`src/rtl/pulse_swallow_ctl.sv`:
```
module pulse_swallow_ctl #(
  parameter int AW = 7,
  parameter int MW = 10,
  parameter int RW = 11
) (
  input  logic          clk,
  input  logic          rst_n,
  input  logic          fin_pulse,
  input  logic          ref_pulse,
  input  logic          sync,
  input  logic [AW-1:0] a_cfg,
  input  logic [MW-1:0] m_cfg,
  input  logic [RW-1:0] r_cfg,
  output logic          mod_ctl,
  output logic          div_done,
  output logic          ref_out,
  output logic          ref_event
);

  logic [AW-1:0] a_cnt;
  logic [MW-1:0] m_cnt;
  logic [RW-1:0] r_cnt;

  wire a_zero = (a_cnt == '0);
  wire m_last = (m_cnt == MW'(1));
  wire r_last = (r_cnt == RW'(1));

  assign mod_ctl = a_zero;

  always_ff @(posedge clk) begin
    if (!rst_n || sync) begin
      a_cnt    <= a_cfg;
      m_cnt    <= m_cfg;
      div_done <= 1'b0;
    end else begin
      div_done <= 1'b0;
      if (fin_pulse) begin
        if (m_last) begin
          a_cnt    <= a_cfg;
          m_cnt    <= m_cfg;
          div_done <= 1'b1;
        end else begin
          m_cnt <= m_cnt - MW'(1);
          if (!a_zero) a_cnt <= a_cnt - AW'(1);
        end
      end
    end
  end

  always_ff @(posedge clk) begin
    if (!rst_n || sync) begin
      r_cnt     <= r_cfg;
      ref_out   <= 1'b0;
      ref_event <= 1'b0;
    end else begin
      ref_event <= 1'b0;
      if (ref_pulse) begin
        if (r_last) begin
          r_cnt     <= r_cfg;
          ref_out   <= ~ref_out;
          ref_event <= ~ref_out;
        end else begin
          r_cnt <= r_cnt - RW'(1);
        end
      end
    end
  end

endmodule

```
`config.mk`:
```
export PLATFORM = sky130hd
export DESIGN_NAME = pulse_swallow_ctl
export DESIGN_NICKNAME = d
export VERILOG_FILES = /design/src/rtl/pulse_swallow_ctl.sv
export SDC_FILE = /design/constraint.sdc
export NUM_CORES = 1
export LEC_CHECK = 0
export BUFFER_PORTS_ARGS = -buffer_cell sky130_fd_sc_hd__buf_2
export CAP_MARGIN = 20
export CORE_ASPECT_RATIO = 0.9
export CORE_MARGIN = 1
export CORE_UTILIZATION = 49
export CTS_CLUSTER_DIAMETER = 80
export DETAILED_ROUTE_END_ITERATION = 10
export HOLD_SLACK_MARGIN = 0.06
export PLACE_DENSITY = 0.79
export SKIP_LAST_GASP = 1
export SLEW_MARGIN = 20
export SYNTH_ARGS = -nofsm -noshare
export SYNTH_HDL_FRONTEND = slang
export SYNTH_SLANG_ARGS = --single-unit
export TNS_END_PERCENT = 1
```
`constraint.sdc`:
```
create_clock -name clk -period 1.9 [get_ports clk]
set_clock_uncertainty 0.2 [all_clocks]
set_input_delay 0.19 -clock clk [delete_from_list [all_inputs] [get_ports clk]]
set_output_delay 0.19 -clock clk [all_outputs]
set_load 0.02 [all_outputs]
```
==> results.sh <==
export IMPL_netlist_area_um2=1780
export IMPL_cp_start_kind="flip-flop"
export IMPL_die_area_um2=3880
export IMPL_cp_max_fo=2
export IMPL_power_density_nw_per_um2=684
export IMPL_rrSetupSlack_ns=-0.07
export IMPL_placementRows=20
export IMPL_setup_violations=8
export IMPL_rsz0062_at_grt="true"
export IMPL_clock_path_buffers=2
export IMPL_clk_root_buffer_cell="clkbuf_8"
export IMPL_wire_per_inst_um=13.6
export IMPL_area_growth_pct=44.1
export IMPL_synth_seq_cells=31
export IMPL_cts_max_level=2
export IMPL_viasPerCell=5.07
export IMPL_path_class="flip-flop to primary output"
export IMPL_post_place_ws_ns=0.0197
export IMPL_reg2reg_from="a_cnt[4]"
export IMPL_yosysTopAreaCellShare_pct=47.2
export IMPL_grt_pass1_wl_um=6840
export IMPL_clkSlewWorstSetupHoldPaths_ns=0.07
export IMPL_min_path_type="primary input to flip-flop"
export IMPL_die_w_um=65.6
export IMPL_drcViolationCount=0
export IMPL_cp_arrival_ns=1.65
export IMPL_path_cells="or4_4 -> nor3b_4 -> buf_6"
export IMPL_cts_tree="built"
export IMPL_hold_path_cell_count=3
export IMPL_endpoint_kind="primary output"
export IMPL_endpoint="mod_ctl"
export IMPL_synth_warnings=0
export IMPL_seq_area_frac_synth_pct=50.6
export IMPL_drt_iter0_markers=66
export IMPL_fillerInstances=226
export IMPL_hold_viol=0
export IMPL_drt_pre_antenna_iters=4
export IMPL_start_util_pct=52.0
export IMPL_die_height_um=59.2
export IMPL_yosysTopAreaCell="edfxtp_1"
export IMPL_synth_nets=214
export IMPL_first_global_vias=1545
export IMPL_io_pins=37
export IMPL_period_share_pct=107
export IMPL_final_common_cell="buf_2"
export IMPL_max_stage_delay_ns=0.57
export IMPL_worst_slack_ns=-0.139
export IMPL_cp_startpoint="a_cnt[4]"
export IMPL_vias=1561
export IMPL_slew_limit_headroom_pct=61.5
export IMPL_p_leak_uw=0.00107
export IMPL_layout_common_cells="buf_2 (35), dlygate4sd3_1 (29), edfxtp_1 (28)"
export IMPL_ant_nets=0
export IMPL_grt_max_degree=33
export IMPL_outcome="complete, but fails checks"
export IMPL_netlist_instances=175
export IMPL_violations="setup timing"
export IMPL_numCtsBuffers=5
export IMPL_post_synth_cell_area_avg_um2=10.2
export IMPL_cp_depth=3
export IMPL_max_cap_violations=0
export IMPL_slew_violations=0
export IMPL_grt_overflow_total=0
export IMPL_grtUsageTotal_pct=24.1
export IMPL_cts_sinks=31
export IMPL_place_area_um2=2170
export IMPL_drive_above_1_share_pct=27.7
export IMPL_fin_util_pct=74.9
export IMPL_stdcell_area_um2=2570
export IMPL_max_freq_mhz=490
export IMPL_fin_nets=302
export IMPL_required_ns=1.51
export IMPL_hpwl_um=2660
export IMPL_routabilityCongestion=0.758
export IMPL_n_antenna_cell=0
export IMPL_ir_drop_uv=626
export IMPL_path_buf_inv=1
export IMPL_wl_um=4170
export IMPL_worst_pin_slew_ns=0.578
export IMPL_r2r_end="a_cnt[4]"
export IMPL_path_delay_family="simple AND/OR/NAND/NOR gates"
export IMPL_antenna_found_initial=0
export IMPL_slowest_stage="or4_4"
export IMPL_synthTopCellsByArea="edfxtp_1 (47%), xor2_1 (6.4%), nand2_1 (4.6%)"
export IMPL_clock_latency_ns=0.28
export IMPL_min_period_ns=2.04
export IMPL_core_area_um2=3430
export IMPL_io_buffer_count=36
export IMPL_synth_distinct_cells=34
export IMPL_ff2ff_path_depth=4
==> cell families (layout without fill, tap and decap cells) <==
family,count (synthesis),after routing,synth area share [%]
adder cells (fa/ha/maj),6,6,4.21
AO/OA/AOI/OAI,29,29,8.71
buffers and inverters,15,104,3.58
flip-flops,31,31,50.6
AND/OR/NAND/NOR,69,69,20.1
XOR/XNOR,22,22,10.8
multiplexers,3,3,2.04
==> repair_timing <==
action | CTS | global route
endpoints found under the setup margin | 7 | 26
gates resized for setup | 2 | 0
hold buffers | 29 | 0
hold endpoints to repair | 29 | 0
buffers inserted | 2 | 1
pin swaps | 2 | 2
==> cell type report <==
type | instances | area [um2] | area share (%)
repair buffers | 86 | 647 | 25.2
inverters | 10 | 37.5 | 1.46
well taps | 44 | 55.1 | 2.14
multi-input cells | 129 | 847 | 33.0
flip-flops and latches | 31 | 901 | 35.1
clock buffers | 8 | 80.1 | 3.12
==> worst min-delay path by stage <==
stage,start,endpoint,slack [ns]
floorplan,fin_pulse,div_done,0.11
global placement,fin_pulse,div_done,0.25
detailed placement,fin_pulse,div_done,0.24
CTS,rst_n,ref_out,0.10
global route,r_cfg[3],r_cnt[3],0.14
finish,rst_n,ref_out,0.10
==> metrics by stage <==
step | hold WS [ns] | std cells | TNS (ns) | total power, uW
finish | 0.102 | 308 | -0.656 | 1760
global route | 0.142 | 308 | -1.51 | 1840
CTS | 0.103 | 307 | -0.569 | 1750
detailed placement | 0.241 | 268 | 0 | 1200
global placement | 0.245 | 268 | 0 | 1190
floorplan | 0.110 | 175 | -0.370 | 1070
==> Yosys cell counts, drive strengths merged <==
cell type,number
o21ai,16
or4,3
nor2,19
nor4,3
clkbuf,1
a21oi,8
nor3b,1
nand3,5
xnor2,9
nand4,1
or3,1
nand3b,1
nor3,7
nand4b,1
nand2,22
xor2,13
nor2b,3
a31oi,3
dfxtp,3
ha,6
nand2b,2
o31ai,1
mux2i,1
mux2,2
inv,10
buf,4
a31o,1
edfxtp,28
==> registers in the layout, summed over array words and instances (netlist names) <==
name and cells:
ref_out 1, a_cnt 7, m_cnt 10, ref_event 1, div_done 1, r_cnt 11
==> report_power, final <==
part | internal, uW | switching [uW] | total [uW] | leakage [uW]
Sequential | 824 | 61.0 | 885 | 0.000316
Combinational | 203 | 163 | 366 | 0.000711
Clock | 260 | 244 | 504 | 0.0000395
Total | 1290 | 468 | 1760 | 0.00107
==> tightest hold or removal path, cell delays in order <==
cell,delay (ns)
buf_2,0.08
nand2b_1,0.14
nor2_1,0.12
==> per-layer routing <==
| layer | GRT usage (%) | part of all wire [%] |
|---|---|---|
| met3 | 5.38 | 5.0 |
| met1 | 30.2 | 45 |
| met2 | 40.8 | 49 |
| met5 | 0 | 0 |
| met4 | 9.32 | 1.2 |
No activity file was read; power rests on OpenSTA's default activity.
